**config.mk**
```make
export PLATFORM = sky130hd
export DESIGN_NAME = rx_fifo_status
export DESIGN_NICKNAME = d
export VERILOG_FILES = /design/src/rtl/rxs_pkg.sv /design/src/rtl/rxs_occupancy.sv /design/src/rtl/rxs_overrun.sv /design/src/rtl/rxs_irq_ctrl.sv /design/src/rtl/rx_fifo_status.sv
export SDC_FILE = /design/constraint.sdc
export NUM_CORES = 1
export LEC_CHECK = 0
export BUFFER_PORTS_ARGS = -buffer_cell sky130_fd_sc_hd__buf_2
export CORE_MARGIN = 4
export CORE_UTILIZATION = 35
export CTS_BUF_LIST = sky130_fd_sc_hd__clkbuf_8
export CTS_CLUSTER_SIZE = 28
export DETAILED_ROUTE_END_ITERATION = 8
export GPL_TIMING_DRIVEN = 0
export PLACE_DENSITY = 0.64
export SYNTH_ARGS = -nofsm -noshare
export SYNTH_HDL_FRONTEND = slang
export SYNTH_SLANG_ARGS = --single-unit
```
**constraint.sdc**
```tcl
create_clock -name clk -period 4.8 [get_ports clk]
set_input_delay 0.24 -clock clk [delete_from_list [all_inputs] [get_ports clk]]
set_output_delay 0.24 -clock clk [all_outputs]
set_load 0.02 [all_outputs]
```
**src/rtl/rxs_pkg.sv**
```systemverilog
package rxs_pkg;

  typedef enum logic [1:0] {
    IEN_OFF      = 2'b00,
    IEN_NONEMPTY = 2'b01,
    IEN_RSVD     = 2'b10,
    IEN_FULL     = 2'b11
  } ien_mode_e;

  // status word bit positions
  localparam int unsigned ST_NE     = 0;
  localparam int unsigned ST_FULL   = 1;
  localparam int unsigned ST_OVR    = 2;
  localparam int unsigned ST_IEN_LO = 3;
  localparam int unsigned ST_USED   = 5;

  // A zero write keeps the previous mode active for one more cycle.
  function automatic ien_mode_e effective_mode(input ien_mode_e cur, input ien_mode_e prev);
    return (cur == IEN_OFF) ? prev : cur;
  endfunction

  // Overrun always requests; the data condition depends on the mode.
  function automatic logic request_for(input ien_mode_e m, input logic ne, input logic fl,
                                       input logic ovr);
    case (m)
      IEN_NONEMPTY: return ovr | ne;
      IEN_FULL:     return ovr | fl;
      default:      return 1'b0;
    endcase
  endfunction

endpackage

```
**src/rtl/rxs_occupancy.sv**
```systemverilog
module rxs_occupancy #(
  parameter int DEPTH = 10,
  parameter int CNT_W = $clog2(DEPTH + 1)
) (
  input  logic             clk,
  input  logic             rst_n,
  input  logic             flush,
  input  logic             word_done,
  input  logic             fifo_rd,
  output logic [CNT_W-1:0] count,
  output logic             push_ok,
  output logic             pop_ok,
  output logic             not_empty,
  output logic             full
);

  localparam logic [CNT_W-1:0] TOP = CNT_W'(DEPTH);

  function automatic logic [CNT_W-1:0] next_fill(input logic [CNT_W-1:0] c,
                                                  input logic inc, input logic dec);
    case ({inc, dec})
      2'b10:   return c + CNT_W'(1);
      2'b01:   return c - CNT_W'(1);
      default: return c;
    endcase
  endfunction

  assign not_empty = (count != '0);
  assign full      = (count == TOP);
  assign push_ok   = word_done & ~full & ~flush;
  assign pop_ok    = fifo_rd & not_empty & ~flush;

  always_ff @(posedge clk or negedge rst_n) begin
    if (!rst_n)     count <= '0;
    else if (flush) count <= '0;
    else            count <= next_fill(count, push_ok, pop_ok);
  end

endmodule

```
**src/rtl/rxs_overrun.sv**
```systemverilog
module rxs_overrun (
  input  logic clk,
  input  logic rst_n,
  input  logic flush,
  input  logic set_evt,
  input  logic stat_rd,
  input  logic fifo_rd,
  output logic overrun,
  output logic armed,
  output logic clr_evt
);

  assign clr_evt = fifo_rd & armed & ~flush;

  always_ff @(posedge clk or negedge rst_n) begin
    if (!rst_n) begin
      overrun <= 1'b0;
      armed   <= 1'b0;
    end else if (flush) begin
      overrun <= 1'b0;
      armed   <= 1'b0;
    end else begin
      overrun <= set_evt | (overrun & ~clr_evt);
      if (clr_evt)                armed <= 1'b0;
      else if (stat_rd & overrun) armed <= 1'b1;
    end
  end

endmodule

```
**src/rtl/rxs_irq_ctrl.sv**
```systemverilog
module rxs_irq_ctrl
  import rxs_pkg::*;
(
  input  logic      clk,
  input  logic      rst_n,
  input  logic      soft_rst,
  input  logic      ien_wr,
  input  logic [1:0] ien_wdata,
  input  logic      not_empty,
  input  logic      full,
  input  logic      overrun,
  output ien_mode_e ien_cur,
  output ien_mode_e ien_prev,
  output ien_mode_e mode_eff,
  output logic      irq_req,
  output logic      irq_ovr_vec
);

  always_ff @(posedge clk or negedge rst_n) begin
    if (!rst_n) begin
      ien_cur  <= IEN_OFF;
      ien_prev <= IEN_OFF;
    end else if (soft_rst) begin
      ien_cur  <= IEN_OFF;
      ien_prev <= IEN_OFF;
    end else begin
      ien_prev <= ien_cur;
      if (ien_wr) ien_cur <= ien_mode_e'(ien_wdata);
    end
  end

  assign mode_eff    = effective_mode(ien_cur, ien_prev);
  assign irq_req     = request_for(mode_eff, not_empty, full, overrun);
  assign irq_ovr_vec = irq_req & overrun;

endmodule

```
**src/rtl/rx_fifo_status.sv**
```systemverilog
module rx_fifo_status
  import rxs_pkg::*;
#(
  parameter int DEPTH  = 10,
  parameter int STAT_W = 8,
  localparam int CNT_W = $clog2(DEPTH + 1)
) (
  input  logic              clk,
  input  logic              rst_n,
  input  logic              soft_rst,
  input  logic              local_rst,
  input  logic              stop_mode,
  input  logic              word_done,
  input  logic              fifo_rd,
  input  logic              stat_rd,
  input  logic              ien_wr,
  input  logic [1:0]        ien_wdata,
  output logic              word_accept,
  output logic [CNT_W-1:0]  fill_level,
  output logic              not_empty,
  output logic              full,
  output logic              overrun,
  output logic              irq_req,
  output logic              irq_ovr_vec,
  output logic [STAT_W-1:0] stat_word
);

  // named internal events
  logic      flush;
  logic      pop_ok;
  logic      ovr_set_evt;
  logic      ovr_clr_evt;
  logic      ovr_armed;
  ien_mode_e ien_cur;
  ien_mode_e ien_prev;
  ien_mode_e mode_eff;

  assign flush = soft_rst | local_rst | stop_mode;

  rxs_occupancy #(.DEPTH(DEPTH), .CNT_W(CNT_W)) u_occ (
    .clk       (clk),
    .rst_n     (rst_n),
    .flush     (flush),
    .word_done (word_done),
    .fifo_rd   (fifo_rd),
    .count     (fill_level),
    .push_ok   (word_accept),
    .pop_ok    (pop_ok),
    .not_empty (not_empty),
    .full      (full)
  );

  assign ovr_set_evt = word_done & full & ~flush;

  rxs_overrun u_ovr (
    .clk     (clk),
    .rst_n   (rst_n),
    .flush   (flush),
    .set_evt (ovr_set_evt),
    .stat_rd (stat_rd),
    .fifo_rd (fifo_rd),
    .overrun (overrun),
    .armed   (ovr_armed),
    .clr_evt (ovr_clr_evt)
  );

  rxs_irq_ctrl u_irq (
    .clk         (clk),
    .rst_n       (rst_n),
    .soft_rst    (soft_rst),
    .ien_wr      (ien_wr),
    .ien_wdata   (ien_wdata),
    .not_empty   (not_empty),
    .full        (full),
    .overrun     (overrun),
    .ien_cur     (ien_cur),
    .ien_prev    (ien_prev),
    .mode_eff    (mode_eff),
    .irq_req     (irq_req),
    .irq_ovr_vec (irq_ovr_vec)
  );

  always_comb begin
    stat_word                   = '0;
    stat_word[ST_NE]            = not_empty;
    stat_word[ST_FULL]          = full;
    stat_word[ST_OVR]           = overrun;
    stat_word[ST_IEN_LO +: 2]   = ien_cur;
  end

endmodule

```
### After elaboration in Yosys (flattened, before gate mapping)

Index checks and enable logic that the tools add are counted.
W data, S select, Z words.

| word-level totals | value |
|---|---|
| output and inout bits | 18 |
| register bits after elaboration | 10 |

| cells by class | value |
|---|---|
| bitwise gates (word level) | 19 |
| reductions and logical operators | 5 |
| equality and inequality tests | 5 |
| add/sub/neg operators | 2 |
| mux-type cells | 11 |

Operators with widths:

| operator | number |
|---|---|
| $and A1 B1 Y1 | 11 |
| $mux W2 | 4 |
| $pmux W4 S2 | 1 |
| $reduce_bool A3 Y1 | 2 |
| $or A1 B1 Y1 | 5 |
| $add A4 B1 Y4 const B | 1 |
| $eq A2 B1 Y1 const B | 2 |
| $eq A2 B2 Y1 const B | 2 |
| $eq A4 B4 Y1 const B | 1 |
| $mux W1 | 4 |
| $mux W4 | 1 |
| $reduce_bool A4 Y1 | 1 |
| $sub A4 B1 Y4 const B | 1 |
| $not A1 Y1 | 3 |
| $logic_not A2 Y1 | 1 |
| $pmux W1 S2 | 1 |
| $reduce_bool A2 Y1 | 1 |

### Logic depth before layout (Yosys ltp)

Gate-level depths: netlist (run 1).

| logic depth | value |
|---|---|
| depth after elaboration | 8 |
| gate-level depth with buffers | 10 |
| mapped depth without buffers | 8 |

### Modules after synthesis

From an unflattened synthesis (run 1), not the netlist that was laid out.

| unflattened totals | value |
|---|---|
| cell total of the unflattened synthesis | 80 |
| area total of the unflattened synthesis | 774.5 um^2 |

By module, submodules not included:

| module | area an instance (um^2) | instances | cells an instance | seq. area each (um^2) |
|---|---|---|---|---|
| rxs_occupancy | 392.9 | 1 | 42 | 100.1 |
| rxs_irq_ctrl | 217.7 | 1 | 19 | 100.1 |
| rxs_overrun | 93.8 | 1 | 9 | 50.0 |
| rx_fifo_status | 70.1 | 1 | 10 | 0.0 |

### Worst setup path before layout (run 1)

Ideal clock, no wire load.

| timing | value |
|---|---|
| path type | reg2reg |
| start point | register u_occ.count[0] |
| end point | register u_occ.count[3] |
| cell stages (with the launch flop) | 11 |
| arrival time | 2371 ps |
| buffers on the path | 2 |
| setup slack | 2357 ps |
| setup time | 72 ps |
| cells stage by stage | dfrtp_1 -> buf_2 -> nor4bb_1 -> buf_2 -> o21a_1 -> and3_1 -> ha_1 -> a21o_1 -> a21oi_1 -> mux4_2 -> nor2_1 |

| between the ends | value |
|---|---|
| word-level cells in the longest chain between the ends | 7 |
| elaborated cells between the ends (all ways) | 14 |
| classes of those cells | add/sub: 2; eq/ne: 3; mux: 2; bitwise: 5; reduce/logical: 2 |

Ends and longest elaborated chain:

| item | RTL line | source |
|---|---|---|
| from (decl) | rxs_occupancy.sv:10 | `output logic [CNT_W-1:0] count,` |
| from (signal assigned) | rxs_occupancy.sv:36 | `else count <= next_fill(count, push_ok, pop_ok);` |
| $eq A4 B4 Y1 * | rxs_occupancy.sv:29 | `assign full = (count == TOP);` |
| named net full | rx_fifo_status.sv:21 | `output logic full,` |
| $not A1 Y1 * | rxs_occupancy.sv:30 | `assign push_ok = word_done & ~full & ~flush;` |
| $and A1 B1 Y1 * (2 in series) | rxs_occupancy.sv:30 |  |
| $eq A2 B1 Y1 / $eq A2 B2 Y1 (equally long branches) | rxs_occupancy.sv:21 | `case ({inc, dec})` |
| $pmux W4 S2 | rxs_occupancy.sv:21 |  |
| $mux W4 | rxs_occupancy.sv:35 | `else if (flush) count <= '0;` |

Mark *: on every way through the listed nets, which the timed path passes. The rest lies on a longest branch.
A chain may end at the register's enable or synchronous reset.

### Worst setup path in the final report (run 1)

| timing | value |
|---|---|
| start point | register u_occ.count[1] |
| end point | register u_occ.count[3] |

| between the ends | value |
|---|---|
| word-level cells in the longest chain between the ends | 7 |
| elaborated cells between the ends (all ways) | 14 |
| classes of those cells | add/sub: 2; eq/ne: 3; mux: 2; bitwise: 5; reduce/logical: 2 |

Ends and longest elaborated chain:

| item | RTL line |
|---|---|
| $eq A4 B4 Y1 | rxs_occupancy.sv:29 |
| $not A1 Y1 | rxs_occupancy.sv:30 |
| $and A1 B1 Y1 (2 in series) | rxs_occupancy.sv:30 |
| $eq A2 B1 Y1 / $eq A2 B2 Y1 (equally long branches) | rxs_occupancy.sv:21 |
| $pmux W4 S2 | rxs_occupancy.sv:21 |
| $mux W4 | rxs_occupancy.sv:35 |

Parallel ways exist; a longest one is shown, timed or not.

==> results of run 1 <==
-- sequential cells by signal (all words and copies together), names as in the netlist --
register / flops
u_irq.ien_prev: 2
u_ovr.overrun: 1
u_occ.count: 4
u_irq.ien_cur: 2
u_ovr.armed: 1
-- per-layer routing --
layer / vias up / GRT usage (%) / part of all wire, % / wire [um]
met2: 24 / 22.58 / 45 / 780
met5: - / 0 / 0 / 0
met4: 0 / 5.106 / 0.46 / 8
met3: 2 / 3.324 / 7.4 / 128
met1: 331 / 17.29 / 47 / 806
li1: 341 / - / - / -
-- timing repair --
item,4_1_cts,5_1_grt
hold endpoints to repair,10,0
hold buffers,1,0
setup endpoints to repair,0,0
gates resized for setup,0,0
-- power by group --
part	internal, mW	total (mW)	switching (mW)	leakage, nW
clock	0.0724	0.109	0.0367	0.0288
sequential	0.0863	0.0881	0.00180	0.137
combinational	0.0135	0.0321	0.0186	0.345
total	0.172	0.229	0.0571	0.512
-- stage by stage --
| stage | utilization [%] | hold slack [ns] |
|---|---|---|
| floorplan | - | -0.05559 |
| CTS | 48.30 | 0.2360 |
| global placement | 45.01 | 0.1114 |
| finish | 48.30 | 0.2316 |
| detailed placement | 45.01 | 0.1173 |
| global route | 48.30 | 0.2456 |
-- placed cells by master, fill, tap and decap left out, types with 3 or more instances in the layout --
master,n
nor3_1,5
mux2i_1,4
nor2_1,8
buf_4,6
conb_1,3
inv_1,3
dfrtp_1,10
nand2_1,6
o21ai_0,4
a21oi_1,5
clkbuf_8,4
buf_2,27
-- final cells by class --
class / instances / area (um^2)
tap: 27 / 33.78
buffer: 9 / 60.06
sequential: 10 / 250.2
multi-input combinational: 62 / 416.7
timing repair buffer: 25 / 130.1
fill: 195 / 1025
clock buffer: 4 / 55.05
inverter: 3 / 11.26
-- kinds of logic (layout without fill, tap and decap cells) --
family                     Yosys count  after routing
muxes                                6              6
and+or+nand+nor                     32             32
xor gates and xnor gates             2              2
buffers and inverters               12             41
DFF                                 10             10
other                                1              3
AOI/OAI and AO/OA                   16             16
adders and majority gates            3              3
-- worst min-delay path by stage --
stage	start	end	slack, ns	depth (start not counted)
3_5_place_dp	rst_n	u_occ.count[3]$_DFFE_PN0P_	0.12	1
5_1_grt	soft_rst	u_irq.ien_cur[0]$_DFFE_PN0P_	0.25	2
6_report	soft_rst	u_irq.ien_prev[1]$_DFF_PN0_	0.23	2
3_3_place_gp	rst_n	u_occ.count[3]$_DFFE_PN0P_	0.11	1
2_1_floorplan	rst_n	u_irq.ien_cur[0]$_DFFE_PN0P_	-0.06	0
4_1_cts	soft_rst	u_irq.ien_prev[1]$_DFF_PN0_	0.24	2
==> summary.md, run 1 <==
| Metric | Value |
|---|---|
| Run status | `complete, no violations` |
| RSZ-0062 raised after global routing | `false` |
| Worst setup endpoint | `u_occ.count[3]$_DFFE_PN0P_` |
| Largest net degree at the start of global routing | `13` |
| First-pass GRT wire length | `2.939 mm` |
| Critical Path Stages | `9` |
| PortBufs | `24` |
| CP max stage delay | `0.55 ns` |
| CP Cell Sequence | `nor4bb_1, buf_2, o21a_1, and3_1, ha_1, a21o_1, a21oi_1, mux4_2, nor2_1` |
| Seq cells post-synth | `10` |
| Ys async rst share | `100.0%` |
| Max Slew Vio Count | `0` |
| H-tree depth | `1` |
| Clock sink count | `10` |
| Worst setup margin | `2.270 ns` |
| CP Buf/Inv Count | `1` |
| Worst vdd ir | `0.1765 mV` |
| Root Buffer | `clkbuf_8` |
| Final instance area | `957.2 um^2` |
| Minimum clock period | `2.530 ns` |
| Row count | `16` |
| # nets final | `128` |
| Post-Syn Area | `730.7 um^2` |
| Synth top cells by count | `dfrtp_1 (10), nor2_1 (8), buf_4 (6), nand2_1 (6)` |
| Slew margin rel. | `55.52%` |
| Hold crit path type | `primary input to register` |
| Leakage Power | `0.5115 nW` |
| Global Route Usage Sum | `13.76%` |
| Simple-gate area share of the yosys netlist | `22.77%` |
| Worst-Skew Late Latency | `0.24 ns` |
| Placed Cells | `135` |
| Critical path class | `register to register` |
| Final hold viol count | `0` |
| Most frequent cell after synthesis | `dfrtp_1` |
| Cell Pwr Density | `239.6 nW/um^2` |
| Largest cells by area after synthesis | `dfrtp_1 (34%), buf_4 (6.2%), mux2i_1 (5.5%)` |
| Setup crit end kind | `register` |
| Via count | `698` |
| Die X | `53.69 um` |
| Primary FF master, synth | `dfrtp_1` |
| Global route overflow | `0` |
| CTS tree | `done` |
| Endpoints failing setup | `0` |
| CP max-delay cell | `dfrtp_1` |
| Initial core utilization | `36.87%` |
| Post-synthesis sequential area ratio | `34.25%` |
| Placer Congestion | `0.7758` |
| EDFF count, synth | `0` |
| P&R area growth vs syn | `30.99%` |
| Vias in the first global route | `689` |
| Setup Skew | `0.004731 ns` |
| Synth cell types | `34` |
| Synth Warn # | `0` |
| Critical Path RT | `4.97 ns` |
| Final WL | `1.725 mm` |
| Drt via density | `4.986` |
| Worst r2r dst | `u_occ.count[3]$_DFFE_PN0P_` |
| Post-CTS setup buffer count | `0` |
| Arrival @ worst endpoint | `2.70 ns` |
| Setup tns final | `0 ns` |
| Initial antenna violation count | `0` |
| Reg2Reg Setup Slack | `2.27 ns` |
| DIE HEIGHT | `53.69 um` |
| Largest family of logic cells by synthesized area | `simple AND/OR/NAND/NOR gates` |
| CP Max Fanout | `12` |
| Mux share of post-synthesis cell area | `10.10%` |
| Xor and xnor area share after synthesis | `2.397%` |
| Share of the synthesized area in the top cell type | `34.25%` |
| Max cap viols | `0` |
| DRC violations left | `0` |
| Final Cycle Share | `52.70%` |
| Ant. Diodes | `0` |
| Avg Cell Area, Syn | `8.911 um^2` |
| Worst-Margin Slew | `0.6620 ns` |
| Largest area contributor in the netlist | `dfrtp_1` |
| Core area | `1982 um^2` |
| Bufs on Longest Clock Path | `2` |
| Cells after synthesis | `82` |
| Final Power | `0.2293 mW` |
| Drt initial violations | `5` |
| R2r worst-path depth | `9` |
| Compound-Gate Fraction of Synth Area | `14.04%` |
| Drt wl/cell | `12.32 um` |
| 1st-pass router iterations | `4` |
| CTS clk-pin slew, worst paths | `0.05 ns` |
| DP Worst Slack | `2.285 ns` |
| Post-Synth Adder-Cell Area | `6.164%` |
| I/O pins | `29` |
| DRT antenna net count | `0` |
| Total die area | `2883 um^2` |
| Origin of the worst setup path | `u_occ.count[1]$_DFFE_PN0P_` |
| F_max | `395.3 MHz` |
| Non-filler cells, final | `140` |
| Worst R2R Start | `u_occ.count[1]$_DFFE_PN0P_` |
| Delay-heaviest family, CP | `simple AND/OR/NAND/NOR gates` |
| CTS Buf Count | `3` |
| Hpwl dp | `1.329 mm` |
| Layout cells sized above 1 | `36.28%` |
| Crit start category | `register` |
| DP Area | `892.1 um^2` |
Power figures use the tool's default switching activity.
==> inputs of run 2 (changes only) <==
Settings changed: PLACE_DENSITY 0.64 to 0.66.
Clock period 4.8 ns to 2.2 ns, I/O delays scaled along.
==> summary.md, run 2 (synthesized netlist as in run 1, its figures left out) <==
| Metric | Value |
|---|---|
| Run status | `complete, no violations` |
| Worst vdd ir | `0.4286 mV (+140%)` |
| Most frequent cells in the layout | `buf_2 (25), buf_4 (13), nor2_1 (7), nand2_1 (6), dfrtp_1 (6)` |
| Sequential cell area | `255.2 um^2 (+2.0%)` |
| Sequential Power Share | `42.2% (+3.8 points)` |
| F_max | `464.2 MHz (+17%)` |
| Root Buffer | `clkbuf_8` |
| CP Max Fanout | `3 (-9)` |
| Critical path class | `register to register` |
| Slew margin rel. | `53.41% (-2.1 points)` |
| Worst-Margin Slew | `0.6936 ns (+0.03155 ns)` |
| Via count | `708 (+1.4%)` |
| Drt via density | `4.883 (-2.1%)` |
| Max Slew Vio Count | `0 (unchanged)` |
| CTS clk-pin slew, worst paths | `0.05 ns (about the same)` |
| Drt wl/cell | `11.50 um (-6.6%)` |
| CTS Buf Count | `3 (unchanged)` |
| Initial core utilization | `36.87% (unchanged)` |
| RSZ-0062 raised after global routing | `true` |
| Ant. Diodes | `0 (unchanged)` |
| P&R area growth vs syn | `40.24%` |
| Bufs on Longest Clock Path | `2 (unchanged)` |
| Largest net degree at the start of global routing | `11 (-2)` |
| Clock sink count | `10 (unchanged)` |
| Crit start category | `register` |
| Die X | `53.69 um (unchanged)` |
| Top reg by flops | `u_occ.count` |
| PortBufs | `24 (unchanged)` |
| Global Route Usage Sum | `12.86% (-0.90 points)` |
| Global route overflow | `0 (unchanged)` |
| Final hold viol count | `0 (unchanged)` |
| DP Area | `920.9 um^2 (+3.2%)` |
| Core area | `1982 um^2 (unchanged)` |
| Placer Congestion | `0.7735 (-0.30%)` |
| Final WL | `1.668 mm (-3.3%)` |
| Final Core Density | `51.70% (+3.4 points)` |
| Fillers | `186 (-4.6%)` |
| Switching power | `0.1150 mW (+100%)` |
| Critical Path RT | `2.37 ns (-2.60 ns)` |
| Minimum clock period | `2.154 ns (-0.3753 ns)` |
| DIE HEIGHT | `53.69 um (unchanged)` |
| Worst-Skew Late Latency | `0.24 ns (about the same)` |
| Hold crit path type | `primary input to register` |
| Largest regs | `u_occ.count (4), u_irq.ien_cur (2), u_irq.ien_prev (2)` |
| Max cap viols | `0 (unchanged)` |
| Clock power frac | `42.4% (-5.2 points)` |
| I/O pins | `29 (unchanged)` |
| # nets final | `133 (+3.9%)` |
| Internal | `0.3405 mW (+98%)` |
| Flip-flop count of the largest register after layout | `4 (unchanged)` |
| Total die area | `2883 um^2 (unchanged)` |
| R2r worst-path depth | `9 (unchanged)` |
| Layout cells sized above 1 | `45.76% (+9.5 points)` |
| Comb pwr share | `15.4% (+1.4 points)` |
| Leakage Power | `0.5257 nW (+2.8%)` |
| DRT antenna net count | `0 (unchanged)` |
| Placed Cells | `135 (unchanged)` |
| Setup crit end kind | `register` |
| Vias in the first global route | `630 (-8.6%)` |
| H-tree depth | `1 (unchanged)` |
| Arrival @ worst endpoint | `2.32 ns (-0.38 ns)` |
| Setup Skew | `0.006445 ns (+0.001714 ns)` |
| Endpoints failing setup | `0 (unchanged)` |
| CTS tree | `done` |
| Sw Share | `25.24% (+0.33 points)` |
| Hold_ws | `0.1038 ns (-0.1278 ns)` |
| Final Cycle Share | `97.93% (+45 points)` |
| Row count | `16 (unchanged)` |
| First-pass GRT wire length | `2.718 mm (-7.5%)` |
| Drt initial violations | `5 (unchanged)` |
| Cell Pwr Density | `444.5 nW/um^2 (+86%)` |
| 1st-pass router iterations | `2 (-2)` |
| Multi-input gate area | `446.7 um^2 (+7.2%)` |
| Hpwl dp | `1.292 mm (-2.7%)` |
| Initial antenna violation count | `0 (unchanged)` |
| Commonest non-fill, non-tap cell in the layout | `buf_2` |
| Final instance area | `1025 um^2 (+7.1%)` |
| Hold depth | `2 (unchanged)` |
| DRC violations left | `0 (unchanged)` |
| Non-filler cells, final | `145 (+3.6%)` |
[run 2: final timing paths]
kind,from,to,slack (ns)
max,u_occ.count[0]$_DFFE_PN0P_,u_occ.count[3]$_DFFE_PN0P_,0.05
min,soft_rst,u_irq.ien_prev[0]$_DFF_PN0_,0.10
max reg2reg,u_occ.count[0]$_DFFE_PN0P_,u_occ.count[3]$_DFFE_PN0P_,0.05
min reg2reg,u_irq.ien_cur[0]$_DFFE_PN0P_,u_irq.ien_prev[0]$_DFF_PN0_,0.58
max in group asynchronous,rst_n,u_occ.count[2]$_DFFE_PN0P_,1.73
min in group asynchronous,rst_n,u_ovr.overrun$_DFF_PN0_,0.26
[run 2: power groups by stage]
| stage | logic [mW] | registers [mW] | clock network [mW] |
|---|---|---|---|
| 2_1_floorplan | 0.0413 | 0.198 | 0 |
| 3_3_place_gp | 0.0679 | 0.195 | 0 |
| 3_5_place_dp | 0.0691 | 0.195 | 0 |
| 4_1_cts | 0.0707 | 0.192 | 0.199 |
| 5_1_grt | 0.0780 | 0.193 | 0.217 |
| 6_report | 0.0703 | 0.192 | 0.193 |
[run 2: area by class of cell]
cell class	instances	share of cell area, %
Buffer	8	5.617
Tap cell	27	3.297
Clock buffer	3	4.029
Clock inverter	1	0.3663
Multi-Input combinational cell	62	43.59
Sequential cell	10	24.91
Timing Repair Buffer	31	17.09
Inverter	3	1.099
[run 2: per-stage QoR]
step,setup TNS (ns),power (mW),worst slack (ns)
after floorplan,-0.1319,0.2393,-0.1319
after global placement,-0.1822,0.2632,-0.1822
after detailed placement,-0.2243,0.2645,-0.2243
after CTS,-0.006232,0.4619,-0.006232
after global routing,-0.09171,0.4871,-0.09171
final,0,0.4555,0.04564
[run 2: critical path, stage by stage (launching register included)]
cell and delay, ns:
dfrtp_2 0.42, nor4bb_2 0.27, buf_4 0.15, o21a_1 0.13
and3_4 0.23, ha_4 0.20, a21o_1 0.15, a21oi_2 0.14
mux4_2 0.31, nor2_2 0.09
[run 2: routing by layer]
| metal | vias to the layer above | track usage (%) | share of wire (%) |
|---|---|---|---|
| met5 | - | 0 | 0 |
| met4 | 0 | 3.830 | 0.90 |
| met3 | 2 | 4.155 | 5.1 |
| met2 | 16 | 21.57 | 52 |
| met1 | 338 | 15.53 | 42 |
| li1 | 352 | - | - |
[run 2: repair_timing]
action	4_1_cts	5_1_grt
hold buffers	1	0
hold endpoints to repair	10	0
gates resized for setup	3	2
gates cloned	0	0
setup endpoints to repair	1	1
buffers inserted	5	1
pin swaps	4	2
==> inputs of run 3 (changes only) <==
Settings changed: ABC_AREA set to 1, CTS_CLUSTER_SIZE 28 to 24, MAX_ROUTING_LAYER set to met4.
==> summary.md, run 3 <==
| Metric | Value |
|---|---|
| Setup crit end kind | `register` |
| Fillers | `200 (+7.5%)` |
| Setup tns final | `0 ns (unchanged)` |
| DIE HEIGHT | `53.65 um (about the same)` |
| Worst vdd ir | `0.2131 mV (-50%)` |
| DRT antenna net count | `0 (unchanged)` |
| Clock sink count | `10 (unchanged)` |
| Most used cell along the critical path | `nand2_1` |
| Flip-flop count of the largest register after layout | `4 (unchanged)` |
| CTS tree | `done` |
| DP Area | `895.9 um^2 (-2.7%)` |
| Comb pwr share | `11.2% (-4.2 points)` |
| Hold crit path type | `primary input to register` |
| Synth top cells by count | `nand2_1 (29), inv_1 (13), nand3_1 (11), dfrtp_1 (10)` |
| Global Route Usage Sum | `11.87% (-0.99 points)` |
| CP max-delay cell | `dfrtp_1` |
| Core area | `1962 um^2 (-1.0%)` |
| Worst hold path startpoint | `stat_rd` |
| Share of the synthesized area in the top cell type | `34.31% (+0.059 points)` |
| Largest area contributor in the netlist | `dfrtp_1` |
| Cell Pwr Density | `493.2 nW/um^2 (+11%)` |
| PortBufs | `25 (+4.2%)` |
| Cells after synthesis | `97 (+18%)` |
| Commonest non-fill, non-tap cell in the layout | `nand2_1` |
| Critical Path RT | `2.33 ns (-0.04 ns)` |
| Arrival @ worst endpoint | `2.06 ns (-0.26 ns)` |
| Largest net degree at the start of global routing | `11 (unchanged)` |
| Root Buffer | `clkbuf_8` |
| P&R area growth vs syn | `32.42%` |
| Minimum clock period | `1.933 ns (-0.2218 ns)` |
| Synth cell types | `21 (-38%)` |
| Avg Cell Area, Syn | `7.520 um^2 (-16%)` |
| Initial antenna violation count | `0 (unchanged)` |
| Primary FF master, synth | `dfrtp_1` |
| Row count | `16 (unchanged)` |
| Leakage Power | `0.5792 nW (+10%)` |
| Worst R2R Start | `u_occ.count[0]$_DFFE_PN0P_` |
| Layout cells sized above 1 | `35.66% (-10 points)` |
| Multi-input gate area | `397.9 um^2 (-11%)` |
| Run status | `complete, no violations` |
| Post-CTS setup buffer count | `0 (-5)` |
| Largest regs | `u_occ.count (4), u_irq.ien_cur (2), u_irq.ien_prev (2)` |
| Crit start category | `register` |
| Final Cycle Share | `87.85% (-10 points)` |
| Placed Cells | `151 (+12%)` |
| Worst r2r dst | `u_occ.count[3]$_DFFE_PN0P_` |
| Ys async rst share | `100.0% (unchanged)` |
| CP max stage delay | `0.45 ns (+0.03 ns)` |
| R2r worst-path depth | `14 (+5)` |
| Vias in the first global route | `575 (-8.7%)` |
| I/O pins | `29 (unchanged)` |
| Final WL | `1.514 mm (-9.2%)` |
| Top reg by flops | `u_occ.count` |
| CP Max Fanout | `6 (+3)` |
| Placer Congestion | `0.7763 (+0.36%)` |
| Drt initial violations | `8 (+3)` |
| Most frequent cells in the layout | `nand2_1 (29), buf_2 (25), inv_1 (13), nand3_1 (11), dfrtp_1 (10)` |
| Non-filler cells, final | `156 (+7.6%)` |
| Clock power frac | `49.1% (+6.7 points)` |
| Final hold viol count | `0 (unchanged)` |
| H-tree depth | `1 (unchanged)` |
| Drt wl/cell | `9.705 um (-16%)` |
| Critical path class | `register to register` |
| Via count | `683 (-3.5%)` |
| Seq cells post-synth | `10 (unchanged)` |
| 1st-pass router iterations | `3 (+1)` |
| Hpwl dp | `1.202 mm (-7.0%)` |
| Post-Syn Area | `729.5 um^2 (-0.17%)` |
| Most frequent cell after synthesis | `nand2_1` |
| Origin of the worst setup path | `u_occ.count[0]$_DFFE_PN0P_` |
| Global route overflow | `0 (unchanged)` |
| Sequential cell area | `250.2 um^2 (-2.0%)` |
| Final Power | `0.4764 mW (+4.6%)` |
| DRC violations left | `0 (unchanged)` |
| CP Cell Sequence | `inv_1, nand2_1, nor2_4, nor2_4, nor2_4, ha_1, nand3_1, nand3_1, nand2_1, nand2_1, nand2_1, nand2_1, nand2_1, nand2_1` |
| Internal | `0.3655 mW (+7.3%)` |
| Worst setup endpoint | `u_occ.count[3]$_DFFE_PN0P_` |
| Initial core utilization | `37.18% (+0.31 points)` |
| Bufs on Longest Clock Path | `2 (unchanged)` |
| # nets final | `144 (+8.3%)` |
| Max Slew Vio Count | `0 (unchanged)` |
| CTS Buf Count | `3 (unchanged)` |
| Switching power | `0.1109 mW (-3.5%)` |
| Max cap viols | `0 (unchanged)` |
| Die X | `53.65 um (about the same)` |
| Sw Share | `23.28% (-2.0 points)` |
| Endpoints failing setup | `0 (unchanged)` |
| F_max | `517.4 MHz (+11%)` |
| Sequential Power Share | `39.7% (-2.5 points)` |
| Final Core Density | `49.23% (-2.5 points)` |
| Drt via density | `4.378 (-10%)` |
| Final instance area | `965.9 um^2 (-5.7%)` |
| RSZ-0062 raised after global routing | `false` |
| Reg2Reg Setup Slack | `0.27 ns (+0.22 ns)` |
| Total die area | `2878 um^2 (-0.15%)` |
| Largest cells by area after synthesis | `dfrtp_1 (34%), nand2_1 (15%), nand3_1 (7.5%)` |
| CTS clk-pin slew, worst paths | `0.05 ns (about the same)` |
| Worst-Skew Late Latency | `0.24 ns (about the same)` |
| First-pass GRT wire length | `2.380 mm (-12%)` |
| Post-synthesis sequential area ratio | `34.31% (+0.059 points)` |
| Hold depth | `3 (+1)` |
| Setup Skew | `0.001560 ns (-0.004885 ns)` |
| Ant. Diodes | `0 (unchanged)` |
| Synth Warn # | `0 (unchanged)` |
| EDFF count, synth | `0 (unchanged)` |
## run 3: changes by cell type after synthesis, moves of 3 or more
cell	before	now
nand3_1	1	11
buf_2	3	0
inv_1	3	13
nor2_4	0	3
nor3_1	5	0
mux2i_1	4	0
a21oi_1	5	1
nand2_1	6	29
## run 3: layout make-up
type,count,area share (%)
Tap cell,27,3.497
Inverter,13,5.052
Multi-Input combinational cell,70,41.19
Buffer,6,4.663
Clock buffer,4,5.699
Sequential cell,10,25.91
Timing Repair Buffer,26,13.99
## run 3: cell families (layout without fill, tap and decap cells)
logic type	Yosys count	after routing	synth area share, %
DFF	10	10	34.31
other	1	3	0.5141
buffers and inverters	19	49	12.86
xor gates and xnor gates	1	1	1.201
AOI/OAI and AO/OA	6	6	6.003
and+or+nand+nor	57	57	38.94
adders and majority gates	3	3	6.175
## run 3: power groups by stage
stage / logic (mW) / clock network, mW / registers, mW
6_report: 0.0535 / 0.234 / 0.189
5_1_grt: 0.0600 / 0.248 / 0.189
4_1_cts: 0.0539 / 0.236 / 0.189
3_5_place_dp: 0.0521 / 0 / 0.192
3_3_place_gp: 0.0513 / 0 / 0.192
2_1_floorplan: 0.0278 / 0 / 0.195
## run 3: how the worst min path moves through the flow
stage                                   end  slack [ns]
2_1_floorplan  u_irq.ien_cur[0]$_DFFE_PN0P_       -0.19
6_report            u_ovr.armed$_DFFE_PN0P_         0.1
3_5_place_dp     u_occ.count[3]$_DFFE_PN0P_       -0.01
3_3_place_gp     u_occ.count[3]$_DFFE_PN0P_       -0.02
5_1_grt         u_irq.ien_prev[0]$_DFF_PN0_        0.13
4_1_cts             u_ovr.armed$_DFFE_PN0P_         0.1
## run 3: critical path, delay by kind of cell (launching register included)
kind          cells  cell delay, ns
simple gates     12            0.99
fa+ha+maj         1            0.29
buf+inv           1            0.10
flops             1            0.45
## run 3: through the flow
step / worst slack [ns] / hold WS, ns
after CTS: 0.1638 / 0.09943
after floorplan: 0.08459 / -0.1856
after detailed placement: 0.1825 / -0.01383
after global placement: 0.2230 / -0.01851
after global routing: 0.07310 / 0.1348
final: 0.2674 / 0.09527
## run 3: timing repair
| item | 4_1_cts | 5_1_grt |
|---|---|---|
| endpoints found under the hold margin | 10 | 0 |
| setup endpoints to repair | 0 | 1 |
| hold buffers | 1 | 0 |
| resized for setup | 0 | 1 |
## run 3: layer usage
metal / GRT usage (%) / part of all wire [%] / routed length [um] / vias up
li1: - / - / - / 359
met1: 13.22 / 42 / 630 / 302
met2: 19.18 / 50 / 759 / 19
met3: 3.324 / 7.1 / 108 / 3
met4: 6.383 / 1.1 / 16 / 0
met5: - / 0 / 0 / -
